--- src/rtl/keyscan_pkg.sv ---
package keyscan_pkg;
  localparam int WIN_ADDR_W = 5;
  localparam int STAT_W     = 3;

  // status bit positions
  localparam int ST_DETECT = 0;
  localparam int ST_DONE   = 1;
  localparam int ST_LOST   = 2;

  // register offsets in the 32-byte window
  localparam logic [WIN_ADDR_W-1:0] OFS_SCAN_MODE = 5'h14;
  localparam logic [WIN_ADDR_W-1:0] OFS_SCAN_REP  = 5'h16;
  localparam logic [WIN_ADDR_W-1:0] OFS_STATUS    = 5'h18;
  localparam logic [WIN_ADDR_W-1:0] OFS_SOFT_RST  = 5'h1A;
endpackage

--- src/rtl/keyscan_matrix.sv ---
module keyscan_matrix #(
  parameter int NUM_WORDS = 6,
  parameter int WORD_W    = 16,
  parameter int MOD_WORD  = 5,
  parameter int SHIFT_BIT = 11,
  parameter int CTRL_BIT  = 2,
  parameter int IDX_W     = $clog2(NUM_WORDS)
) (
  input  logic                              clk,
  input  logic                              rst_n,
  input  logic                              scan_tick,
  input  logic                              key_valid,
  input  logic [IDX_W-1:0]                  key_word,
  input  logic [WORD_W-1:0]                 key_mask,
  input  logic                              key_shift,
  input  logic                              key_ctrl,
  output logic [NUM_WORDS-1:0][WORD_W-1:0]  words,
  output logic                              change,
  output logic                              lost
);
  logic [NUM_WORDS-1:0][WORD_W-1:0] words_q, words_d;
  logic                             hold_q, hold_d;
  logic                             pv_q, pv_d;
  logic [IDX_W-1:0]                 pidx_q, pidx_d;
  logic [WORD_W-1:0]                pmask_q, pmask_d;
  logic                             psh_q, psh_d, pct_q, pct_d;
  logic                             in_range;

  assign in_range = (int'(key_word) < NUM_WORDS);

  always_comb begin
    words_d = words_q;
    hold_d  = hold_q;
    pv_d    = pv_q;
    pidx_d  = pidx_q;
    pmask_d = pmask_q;
    psh_d   = psh_q;
    pct_d   = pct_q;
    change  = 1'b0;
    lost    = 1'b0;
    if (scan_tick) begin
      change = (|words_q) | pv_q;
      if (hold_q) hold_d = 1'b0;
      else        words_d = '0;
      if (pv_q) begin
        for (int k = 0; k < NUM_WORDS; k++)
          if (pidx_q == IDX_W'(k)) words_d[k] = words_d[k] | pmask_q;
        if (psh_q) words_d[MOD_WORD][SHIFT_BIT] = 1'b1;
        if (pct_q) words_d[MOD_WORD][CTRL_BIT]  = 1'b1;
        if (psh_q | pct_q) hold_d = 1'b1;
      end
      pv_d = 1'b0;
    end
    if (key_valid && in_range) begin
      if (!pv_q || scan_tick) begin
        pv_d    = 1'b1;
        pidx_d  = key_word;
        pmask_d = key_mask;
        psh_d   = key_shift;
        pct_d   = key_ctrl;
      end else begin
        lost = 1'b1;
      end
    end
  end

  always_ff @(posedge clk or negedge rst_n) begin
    if (!rst_n) begin
      words_q <= '0;
      hold_q  <= 1'b0;
      pv_q    <= 1'b0;
      pidx_q  <= '0;
      pmask_q <= '0;
      psh_q   <= 1'b0;
      pct_q   <= 1'b0;
    end else begin
      words_q <= words_d;
      hold_q  <= hold_d;
      pv_q    <= pv_d;
      pidx_q  <= pidx_d;
      pmask_q <= pmask_d;
      psh_q   <= psh_d;
      pct_q   <= pct_d;
    end
  end

  assign words = words_q;
endmodule

--- src/rtl/keyscan_stat.sv ---
module keyscan_stat
  import keyscan_pkg::*;
(
  input  logic              clk,
  input  logic              rst_n,
  input  logic              change,
  input  logic              lost,
  input  logic [STAT_W-1:0] clr,
  output logic [STAT_W-1:0] stat,
  output logic              irq
);
  logic [STAT_W-1:0] stat_q, stat_d, set_v;
  logic              irq_q, irq_d, irq_en;

  always_comb begin
    set_v            = '0;
    set_v[ST_DETECT] = change;
    set_v[ST_DONE]   = change;
    set_v[ST_LOST]   = lost;
    stat_d           = (stat_q & ~clr) | set_v;
    irq_d            = |stat_d;
    irq_en           = (irq_d != irq_q);
  end

  always_ff @(posedge clk or negedge rst_n) begin
    if (!rst_n) begin
      stat_q <= '0;
      irq_q  <= 1'b0;
    end else begin
      stat_q <= stat_d;
      if (irq_en) irq_q <= irq_d;
    end
  end

  assign stat = stat_q;
  assign irq  = irq_q;
endmodule

--- src/rtl/keyscan_regbus.sv ---
module keyscan_regbus
  import keyscan_pkg::*;
#(
  parameter int NUM_WORDS = 6,
  parameter int WORD_W    = 16
) (
  input  logic                              bus_sel,
  input  logic                              bus_wr,
  input  logic [WIN_ADDR_W-1:0]             bus_addr,
  input  logic [WORD_W-1:0]                 bus_wdata,
  input  logic [NUM_WORDS-1:0][WORD_W-1:0]  words,
  input  logic [STAT_W-1:0]                 stat,
  output logic [WORD_W-1:0]                 bus_rdata,
  output logic [STAT_W-1:0]                 clr
);
  logic unused_wdata;
  assign unused_wdata = ^bus_wdata[WORD_W-1:STAT_W];

  always_comb begin
    bus_rdata = '0;
    if (bus_sel && !bus_wr) begin
      if (bus_addr == OFS_STATUS) begin
        bus_rdata[STAT_W-1:0] = stat;
      end else if (!bus_addr[0]) begin
        for (int k = 0; k < NUM_WORDS; k++)
          if (bus_addr[WIN_ADDR_W-1:1] == (WIN_ADDR_W-1)'(k)) bus_rdata = words[k];
      end
    end
  end

  always_comb begin
    clr = '0;
    if (bus_sel && bus_wr && bus_addr == OFS_STATUS) clr = bus_wdata[STAT_W-1:0];
  end
endmodule

--- src/rtl/keyscan_if.sv ---
module keyscan_if
  import keyscan_pkg::*;
#(
  parameter int NUM_WORDS = 6,
  parameter int WORD_W    = 16,
  parameter int MOD_WORD  = 5,
  parameter int SHIFT_BIT = 11,
  parameter int CTRL_BIT  = 2
) (
  input  logic                          clk,
  input  logic                          rst_n,
  input  logic                          scan_tick,
  input  logic                          key_valid,
  input  logic [$clog2(NUM_WORDS)-1:0]  key_word,
  input  logic [WORD_W-1:0]             key_mask,
  input  logic                          key_shift,
  input  logic                          key_ctrl,
  input  logic                          bus_sel,
  input  logic                          bus_wr,
  input  logic [WIN_ADDR_W-1:0]         bus_addr,
  input  logic [WORD_W-1:0]             bus_wdata,
  output logic [WORD_W-1:0]             bus_rdata,
  output logic                          irq_o
);
  localparam int IDX_W = $clog2(NUM_WORDS);

  logic [NUM_WORDS-1:0][WORD_W-1:0] words_w;
  logic                             change_w, lost_w;
  logic [STAT_W-1:0]                stat_w, clr_w;

  keyscan_matrix #(
    .NUM_WORDS(NUM_WORDS), .WORD_W(WORD_W), .MOD_WORD(MOD_WORD),
    .SHIFT_BIT(SHIFT_BIT), .CTRL_BIT(CTRL_BIT), .IDX_W(IDX_W)
  ) matrix_i (
    .clk(clk), .rst_n(rst_n), .scan_tick(scan_tick),
    .key_valid(key_valid), .key_word(key_word), .key_mask(key_mask),
    .key_shift(key_shift), .key_ctrl(key_ctrl),
    .words(words_w), .change(change_w), .lost(lost_w)
  );

  keyscan_stat stat_i (
    .clk(clk), .rst_n(rst_n), .change(change_w), .lost(lost_w),
    .clr(clr_w), .stat(stat_w), .irq(irq_o)
  );

  keyscan_regbus #(.NUM_WORDS(NUM_WORDS), .WORD_W(WORD_W)) regbus_i (
    .bus_sel(bus_sel), .bus_wr(bus_wr), .bus_addr(bus_addr),
    .bus_wdata(bus_wdata), .words(words_w), .stat(stat_w),
    .bus_rdata(bus_rdata), .clr(clr_w)
  );
endmodule

--- config.mk ---
export PLATFORM = sky130hd
export DESIGN_NAME = keyscan_if
export DESIGN_NICKNAME = d
export VERILOG_FILES = /design/src/rtl/keyscan_pkg.sv /design/src/rtl/keyscan_matrix.sv /design/src/rtl/keyscan_stat.sv /design/src/rtl/keyscan_regbus.sv /design/src/rtl/keyscan_if.sv
export SDC_FILE = /design/constraint.sdc
export NUM_CORES = 1
export LEC_CHECK = 0
export BUFFER_PORTS_ARGS = -buffer_cell sky130_fd_sc_hd__buf_2
export CAP_MARGIN = 15
export CELL_PAD_IN_SITES_DETAIL_PLACEMENT = 1
export CELL_PAD_IN_SITES_GLOBAL_PLACEMENT = 2
export CORE_MARGIN = 2
export CORE_UTILIZATION = 39
export DETAILED_ROUTE_END_ITERATION = 12
export GPL_TIMING_DRIVEN = 0
export PLACE_DENSITY_LB_ADDON = 0.1
export SLEW_MARGIN = 20
export SYNTH_ARGS = -nofsm -noshare
export SYNTH_HDL_FRONTEND = slang
export SYNTH_SLANG_ARGS = --single-unit
--- constraint.sdc ---
create_clock -name clk -period 3.1 [get_ports clk]
set_input_delay 0.155 -clock clk [delete_from_list [all_inputs] [get_ports clk]]
set_output_delay 0.155 -clock clk [all_outputs]
set_load 0.05 [all_outputs]
==> flow_metrics.tcl, run 1 <==
set metrics [dict create \
    r2r_cells 4 \
    dp_hpwl_um 14600 \
    cts_resized 0 \
    clockBufferDepth 2 \
    drive_gt1_share_pct 16.6 \
    status "finished, final reports clean" \
    ctsHtreeMaxLevel 4 \
    grt_pass1_vias 5238 \
    grt-ovfl-total 0 \
    nets 715 \
    hp-start "key_valid" \
    syn_avg_cell_area_sq_um 9.62 \
    fmax_mhz 387 \
    hold_violations 0 \
    area_growth_pct 23.9 \
    synthFlopType "dfrtp_1" \
    port_buffers 49 \
    clkTransAtPathRegs_ns 0.06 \
    wire_per_inst_um 22.9 \
    post-cts-setup-buffers 0 \
    die_x_um 123 \
    cp-start-kind "input port" \
    ant_nets 0 \
    syn-num-nets 624 \
    synthArstFlopShare_pct 100 \
    hold_slack_ns 0.00699 \
    reg2reg_from "matrix_i.words[17]" \
    n_antenna_cell 0 \
    worst_slew_pin_slew_ns 0.864 \
    crit_path_max_incr_delay_ns 0.79 \
    min_path_cells 3 \
    vdd_ir_drop_max_mv 0.451 \
    row_count 43 \
    synth.most_common_cell "nand2_1" \
    hold-path-endpoint "matrix_i.pv_q" \
    r2r_slack_ns 0.73 \
    drt_iter0_drc 315 \
    drtPass1Iterations 4 \
    core_area_sq_mm 0.0139 \
    synth_edf_count 0 \
    crit_buf_inv 3 \
    fin_crit_ns 2.58 \
    synth_cell_types 44 \
    cts_sinks 123 \
    setup_viol 0 \
    worstSetupPathType "in2out" \
    globalplace.congestion 0.907 \
    netlist_top_cells_count "nand2_1, dfrtp_1, o21ai_0" \
    netlist_instances 576 \
    cts_tree "yes" \
    antenna_found_initial 0 \
    initial_core_util_pct 39.9 \
    critPathTopFamily "buffers and inverters" \
    synth_warnings 0 \
    tns_ns 0 \
    crit_path_frequent_cell "buf_2" \
    die_area_sq_mm 0.0152 \
    netlist_top_cells_area "dfrtp_1, nand2_1, o21ai_0" \
    worst-path-max-fanout 10 \
    routed_wl_um 19700 \
    die_y_um 123 \
    grtUsageTotal_pct 28.2 \
    synth.ff_latch_count 123 \
    grt_pass1_wl_um 30800 \
    avgViaCountPerCell 5.76 \
    min_period_over_period_pct 83.3 \
    slew_headroom_pct 42.2 \
    rsz0062_at_grt "false" \
    pin_count 65 \
    cp-end-kind "output pin" \
    path_cells "buf_2 > nor4b_2 > buf_2 > a22oi_1 > a311oi_1 > buf_2" \
    stdcell_area_sq_mm 0.00686 \
    synth-seq-area-share_pct 55.6 \
    power.density_mw_per_mm2 676 \
    clk_latency_ns 0.43 \
    yosysTopAreaCell "dfrtp_1" \
    cap_violations 0 \
    synth_area_sq_mm 0.00554 \
    grt_max_degree 70 \
    p_total_uw 4640 \
    hold_path_class "in2reg" \
    r2r_end "stat_i.irq" \
    num_vias 4950 \
    crit_arrival_ns 2.43 \
    crit_slowest_cell "nor4b_2" \
    finalClockSkew_ns 0.00726 \
    power_leakage_uw 0.00297 \
    clockRootBuffer "clkbuf_16" \
    drc 0 \
    cts_buffers 17 \
    crit_required_ns 2.94 \
    placed_cell_area_sq_mm 0.00604 \
    netlist.area_leader.share_pct 55.6 \
    finalMaxSlewViolations 0 \
]
## per-layer routing
metal | vias up | part of all wire, % | track usage (%)
met3 | 32 | 5.3 | 6.64
li1 | 2260 | - | -
met4 | 0 | 2.6 | 10.4
met5 | - | 0 | 0
met2 | 134 | 47 | 45.0
met1 | 2524 | 45 | 37.5
## layout by cell type, fill, tap and decap left out, types with 3 or more instances in the layout
cell / instances
clkbuf_16: 17
nor4_1: 23
mux2_2: 22
o311a_1: 4
nand2_1: 138
o22ai_1: 4
a22oi_1: 11
clkbuf_1: 28
clkinv_2: 3
clkinvlp_4: 3
nor2_1: 17
o21ai_0: 102
nand2b_1: 3
o211ai_1: 3
nand4_1: 5
buf_2: 53
dlygate4sd3_1: 22
a21oi_1: 8
a22o_1: 4
nand3_1: 4
a311oi_1: 9
buf_1: 3
inv_1: 11
nor2b_1: 11
bufinv_16: 3
o221ai_1: 11
or3_1: 3
dfrtp_1: 123
clkinv_4: 3
## through the flow
step	std cells	worst slack (ns)	util, %
final	860	0.517	49.5
after global routing	860	0.437	49.5
after CTS	860	0.603	49.5
after detailed placement	806	0.598	43.5
after global placement	805	0.303	43.3
after floorplan	576	0.554	-
## what timing repair did
item / 4_1_cts / 5_1_grt
endpoints found under the hold margin: 75 / 0
endpoints found under the setup margin: 0 / 0
hold buffers: 22 / 0
## tightest hold or removal path, delay by kind of cell
kind / cells / cell delay, ns
and+or+nand+nor: 2 / 0.15
buffers and inverters: 1 / 0.09
## worst max path at each step
stage / slack [ns] / to / from / depth (start not counted)
global route: 0.44 / bus_rdata[15] / bus_addr[1] / 6
finish: 0.52 / bus_rdata[15] / bus_addr[1] / 6
floorplan: 0.55 / bus_rdata[10] / bus_addr[1] / 5
global placement: 0.30 / stat_i.stat[2] / rst_n / 1
detailed placement: 0.60 / bus_rdata[15] / bus_addr[1] / 6
CTS: 0.60 / bus_rdata[15] / bus_addr[1] / 6
## flip-flops by register name, indices dropped and copies added (netlist names)
| signal | count |
|---|---|
| stat_i.irq | 1 |
| matrix_i.pct_q | 1 |
| matrix_i.pidx_q | 3 |
| stat_i.stat | 3 |
| matrix_i.psh_q | 1 |
| matrix_i.hold_q | 1 |
| matrix_i.pv_q | 1 |
| matrix_i.pmask_q | 16 |
| matrix_i.words | 96 |
## power breakdown
group	switching [uW]	internal (uW)
Sequential	173	1780
Combinational	434	227
Clock	764	1260
## final cells by class
class / instances / area, sq um
fill: 1568 / 7020
sequential: 123 / 3080
multi-input combinational: 407 / 2280
timing repair buffer: 72 / 499
clock buffer: 18 / 429
tap: 180 / 225
clock inverter: 14 / 171
buffer: 35 / 138
inverter: 11 / 41.3
## cell families (layout without fill, tap and decap cells)
family                 Yosys count  in the layout  synth area share [%]
and+or+nand+nor                221            221                  18.8
AOI/OAI and AO/OA              164            164                  18.0
DFF                            123            123                  55.6
buffers and inverters           46            150                  3.23
muxes                           22             22                  4.47
No activity file was read; power rests on OpenSTA's default activity.
==> run 2: changes to the inputs <==
- CORE_UTILIZATION: 39 -> 33
- clock period: 3.1 -> 2.2 ns (I/O delays scaled with it)
==> run 2 against run 1 <==
Compared with the run above:
- global-route usage is 4.1 points lower
- flip-flop and latch count unchanged
- critical path depth down 1
- clock skew hardly changed
- sequential power up 42%
- worst hold slack improved by 0.039 ns
- sequential share of layout area decreased by 1.4 points
- critical endpoint is now stat_i.irq
- wire length up 2.2%
- die area is 18% higher
==> flow_metrics.tcl, run 2 (synthesized netlist as in run 1, its figures left out) <==
set metrics [dict create \
    cts_sinks 123 \
    hold_violations 0 \
    num_vias 4901 \
    grt_pass1_vias 5161 \
    initial_core_util_pct 33.6 \
    die_y_um 134 \
    clk_latency_ns 0.42 \
    slew_headroom_pct 55.2 \
    clockBufferDepth 2 \
    antenna_found_initial 0 \
    r2r_end "stat_i.irq" \
    crit_path_max_incr_delay_ns 0.55 \
    area_growth_pct 28.0 \
    cp-start-kind "flip-flop" \
    clockRootBuffer "clkbuf_16" \
    crit_path_frequent_cell "nor4_1" \
    grt-ovfl-total 0 \
    grt_pass1_wl_um 31400 \
    min_period_over_period_pct 98.6 \
    drive_gt1_share_pct 20.1 \
    layout_commonest_cell "nand2_1" \
    wire_per_inst_um 22.4 \
    drtPass1Iterations 4 \
    pin_count 65 \
    fmax_mhz 461 \
    grtUsageTotal_pct 24.1 \
    power.density_mw_per_mm2 936 \
    fin_crit_ns 2.17 \
    dp_hpwl_um 15400 \
    status "finished, final reports clean" \
    die_area_sq_mm 0.0178 \
    finalMaxSlewViolations 0 \
    crit_end "stat_i.irq" \
    worstSetupPathType "reg2reg" \
    vdd_ir_drop_max_mv 0.638 \
    largest_reg_flops 96 \
    worst-path-max-fanout 3 \
    crit_slowest_cell "or4b_1" \
    routed_wl_um 20200 \
    globalplace.congestion 0.923 \
    ctsHtreeMaxLevel 4 \
    nets 715 \
    stdcell_area_sq_mm 0.00709 \
    core_area_sq_mm 0.0165 \
    cap_violations 0 \
    reg2reg_from "matrix_i.words[55]" \
    r2r_slack_ns 0.03 \
    drt_iter0_drc 365 \
    most-common-layout-cells "nand2_1, dfrtp_1, o21ai_0, buf_2, dlygate4sd3_1" \
    finalClockSkew_ns 0.00710 \
    clkTransAtPathRegs_ns 0.06 \
    cts_tree "yes" \
    cp-end-kind "flip-flop" \
    power_leakage_uw 0.00303 \
    dp_cells 846 \
    worst_slew_pin_slew_ns 0.672 \
    hold_path_class "in2reg" \
    rsz0062_at_grt "true" \
    n_antenna_cell 0 \
    crit_start "matrix_i.words[55]" \
    port_buffers 49 \
    fin_cells 900 \
    placed_cell_area_sq_mm 0.00615 \
    ant_nets 0 \
    setup_viol 0 \
    die_x_um 134 \
    drc 0 \
    crit_required_ns 2.49 \
    crit_arrival_ns 2.46 \
    cts_buffers 17 \
    r2r_cells 5 \
    grt_max_degree 75 \
    path_cells "nor4_1 > nand4_1 > nor4_1 > a31oi_1 > or4b_1" \
    avgViaCountPerCell 5.45 \
    row_count 47 \
]
## run 2: metal layers
metal  global-route usage [%]  part of all wire (%)  up-vias
met3                     5.14                   4.7       31
met2                     38.9                    48      124
met1                     32.0                    45     2500
li1                         -                     -     2246
met5                        0                     0        -
met4                     8.69                   2.3        0
## run 2: power breakdown
part / switching [uW] / internal, uW
Clock: 1020 / 1900
Combinational: 615 / 345
Sequential: 256 / 2500
Total: 1890 / 4750
## run 2: cell type report
type,instances,area [sq um]
timing repair buffer,74,522
clock buffer,22,484
clock inverter,10,139
tap,220,275
sequential,123,3080
inverter,11,41.3
fill,1884,9370
buffer,33,138
multi-input combinational,407,2410
## run 2: what timing repair did
| action | 4_1_cts | 5_1_grt |
|---|---|---|
| setup buffers | 0 | 0 |
| pin swaps | 0 | 1 |
| endpoints found under the setup margin | 16 | 18 |
| gates resized for setup | 14 | 7 |
| hold buffers | 24 | 0 |
| endpoints found under the hold margin | 72 | 0 |
## run 2: critical path, delay by kind of cell, from the launching register on
kind | cells | cell delay (ns)
and+or+nand+nor | 4 | 1.41
DFF | 1 | 0.42
AOI/OAI and AO/OA | 1 | 0.22
## run 2: how the worst min path moves through the flow
stage / endpoint / from / cells past startpoint / slack [ns]
after detailed placement: matrix_i.words[29] / rst_n / 1 / 0.09
after CTS: stat_i.stat[0] / bus_wdata[0] / 3 / 0.04
after floorplan: matrix_i.hold_q / rst_n / 0 / -0.19
final: stat_i.stat[0] / bus_wdata[0] / 3 / 0.05
after global placement: matrix_i.pmask_q[4] / key_mask[4] / 2 / 0.34
after global routing: stat_i.stat[2] / bus_wdata[2] / 3 / 0.07
## run 2: metrics by stage
step                hold slack [ns]  setup TNS [ns]  power [uW]  worst slack, ns  util (%)
global placement              0.342          -75.50        3650           -0.614      37.2
finish                       0.0463               0        6640           0.0311      43.1
CTS                          0.0412               0        6690          0.00668      43.1
floorplan                    -0.186               0        3210           0.0863         -
detailed placement           0.0908           -1.50        3690           -0.212      37.4
global route                 0.0692         -0.0689        6940          -0.0689      43.1
==> run 3: changes to the inputs <==
- ABC_AREA: unset -> 1
- CORE_UTILIZATION: 33 -> 32
==> run 3 against run 2 <==
Compared with the run above:
- die area increased by 6.8%
- synthesized area up 3.8%
- first-iteration DRC count decreased by 31%
- largest cell class unchanged
==> flow_metrics.tcl, run 3 <==
set metrics [dict create \
    status "finished, final reports clean" \
    drc 0 \
    n_antenna_cell 0 \
    cp-start-kind "input port" \
    regArea_sq_mm 0.00308 \
    post-cts-setup-buffers 0 \
    synthFlopType "dfrtp_1" \
    synth_edf_count 0 \
    initial_core_util_pct 32.3 \
    grt_pass1_vias 5436 \
    most-common-layout-cells "dfrtp_1, o22ai_1, inv_1, nand2_1, nor2_1" \
    drtPass1Iterations 4 \
    grt-ovfl-total 0 \
    pin_count 65 \
    hold_slack_ns 0.0502 \
    crit_slowest_cell "buf_2" \
    crit_arrival_ns 1.72 \
    finalMaxSlewViolations 0 \
    synth_cell_types 25 \
    crit_path_max_incr_delay_ns 0.30 \
    clockBufferDepth 2 \
    crit_path_frequent_cell "buf_2" \
    min_period_over_period_pct 83.4 \
    routed_wl_um 19400 \
    layout_setup_ws_ns 0.366 \
    rsz0062_at_grt "false" \
    fmax_mhz 545 \
    fin_crit_ns 1.83 \
    slew_headroom_pct 57.0 \
    syn_avg_cell_area_sq_um 8.71 \
    power.density_mw_per_mm2 937 \
    crit_required_ns 2.09 \
    crit_buf_inv 5 \
    clk_latency_ns 0.42 \
    core_area_sq_mm 0.0178 \
    row_count 49 \
    syn-num-nets 708 \
    synth-seq-area-share_pct 53.5 \
    drt_iter0_drc 251 \
    synth_area_sq_mm 0.00575 \
    switching_share_pct 27.3 \
    finalClockSkew_ns 0.00841 \
    cts_sinks 123 \
    hold_path_class "in2reg" \
    clkTransAtPathRegs_ns 0.05 \
    die_x_um 138 \
    netlist.area_leader.share_pct 53.5 \
    synth.most_common_cell "dfrtp_1" \
    worst-path-max-fanout 10 \
    path_cells "buf_2 > inv_1 > nand2_1 > nor2_4 > inv_2 > buf_4 > o22ai_1 > nor2_1 > a21oi_1 > buf_2" \
    netlist_top_cells_count "dfrtp_1, o22ai_1, inv_1" \
    worst_slew_pin_slew_ns 0.645 \
    layout_commonest_cell "dfrtp_1" \
    multi_input_area_sq_mm 0.00215 \
    area_growth_pct 25.5 \
    die_area_sq_mm 0.0191 \
    synth_warnings 0 \
    globalplace.congestion 0.820 \
    seq_power_share_pct 38.7 \
    wire_per_inst_um 19.5 \
    p_int_uw 4920 \
    nets 803 \
    port_buffers 51 \
    clockRootBuffer "clkbuf_16" \
    ant_nets 0 \
    synthArstFlopShare_pct 100 \
    netlist_instances 660 \
    p_comb_share_pct 16.1 \
    ctsHtreeMaxLevel 4 \
    cp-end-kind "output pin" \
    grt_max_degree 67 \
    power_switching_uw 1840 \
    critPathTopFamily "buffers and inverters" \
    grt_pass1_wl_um 30700 \
    worstSetupPathType "in2out" \
    power_leakage_uw 0.00333 \
    cts_tree "yes" \
    synth.ff_latch_count 123 \
    avgViaCountPerCell 5.06 \
    drive_gt1_share_pct 17.5 \
    pre_cts_slack_ns 0.382 \
    filler_cell_count 2068 \
    cap_violations 0 \
    setup_viol 0 \
    antenna_found_initial 0 \
    vdd_ir_drop_max_mv 0.594 \
    final_util_pct 40.6 \
    p_total_uw 6760 \
    dp_hpwl_um 15000 \
    clkPwrFrac_pct 45.3 \
    num_vias 5030 \
    netlist_top_cells_area "dfrtp_1, o22ai_1, inv_1" \
    hold_violations 0 \
    grtUsageTotal_pct 21.1 \
    largest_reg_flops 96 \
    cts_buffers 17 \
    die_y_um 138 \
    yosysTopAreaCell "dfrtp_1" \
]
==> run 3: logic make-up (layout without fill, tap and decap cells) <==
family          count (synthesis)  count (layout)  synth area share, %
mux                            18              18                 3.53
simple gates                  197             197                 14.8
compound gates                194             194                 19.1
flops                         123             123                 53.5
buf+inv                       128             234                 9.07
==> run 3: power groups by stage <==
| stage | clock (uW) | combinational, uW | sequential, uW |
|---|---|---|---|
| after floorplan | 0 | 665 | 2610 |
| after global placement | 0 | 1030 | 2640 |
| after detailed placement | 0 | 1060 | 2660 |
| after CTS | 3100 | 1100 | 2620 |
| after global routing | 3230 | 1210 | 2650 |
| final | 3060 | 1090 | 2610 |
==> run 3: cell type report <==
class / instances / share of cell area (%)
repair buffers: 76 / 7.39
multi-input cells: 409 / 29.8
well taps: 229 / 3.97
flip-flops and latches: 123 / 42.7
inverters: 101 / 5.26
clock buffers: 24 / 7.09
clock inverters: 6 / 1.84
plain buffers: 27 / 1.98
==> run 3: per-layer routing <==
layer / global-route usage [%] / share of wire, %
met1: 28.3 / 47
met2: 35.5 / 49
met3: 3.12 / 2.6
met4: 6.12 / 1.3
met5: 0 / 0
==> run 3: per-stage QoR <==
stage	TNS, ns	cells	cell area, sq um
2_1_floorplan	0	660	5750
5_1_grt	0	995	7210
3_5_place_dp	0	941	6330
4_1_cts	0	995	7210
3_3_place_gp	-77.39	940	6290
6_report	0	995	7210
==> run 3: final timing paths <==
check,from,end,slack (ns),cells past startpoint
setup / recovery,bus_addr[1],bus_rdata[14],0.37,10
hold / removal,bus_wdata[1],stat_i.stat[1],0.05,4
setup reg to reg,matrix_i.pidx_q[1],matrix_i.words[25],0.49,4
hold reg to reg,matrix_i.pmask_q[13],matrix_i.pmask_q[13],0.51,1
max in group asynchronous,rst_n,matrix_i.words[83],1.29,3
min in group asynchronous,rst_n,matrix_i.words[5],0.22,2
==> run 3: worst min-delay path, stage by stage <==
cell     delay [ns]
buf_2          0.07
nand3_1        0.08
nand2_1        0.09
nand2_1        0.06
==> run 3: what timing repair did <==
action | CTS | global route
resized for setup | 0 | 0
endpoints found under the hold margin | 82 | 0
hold buffers | 24 | 0
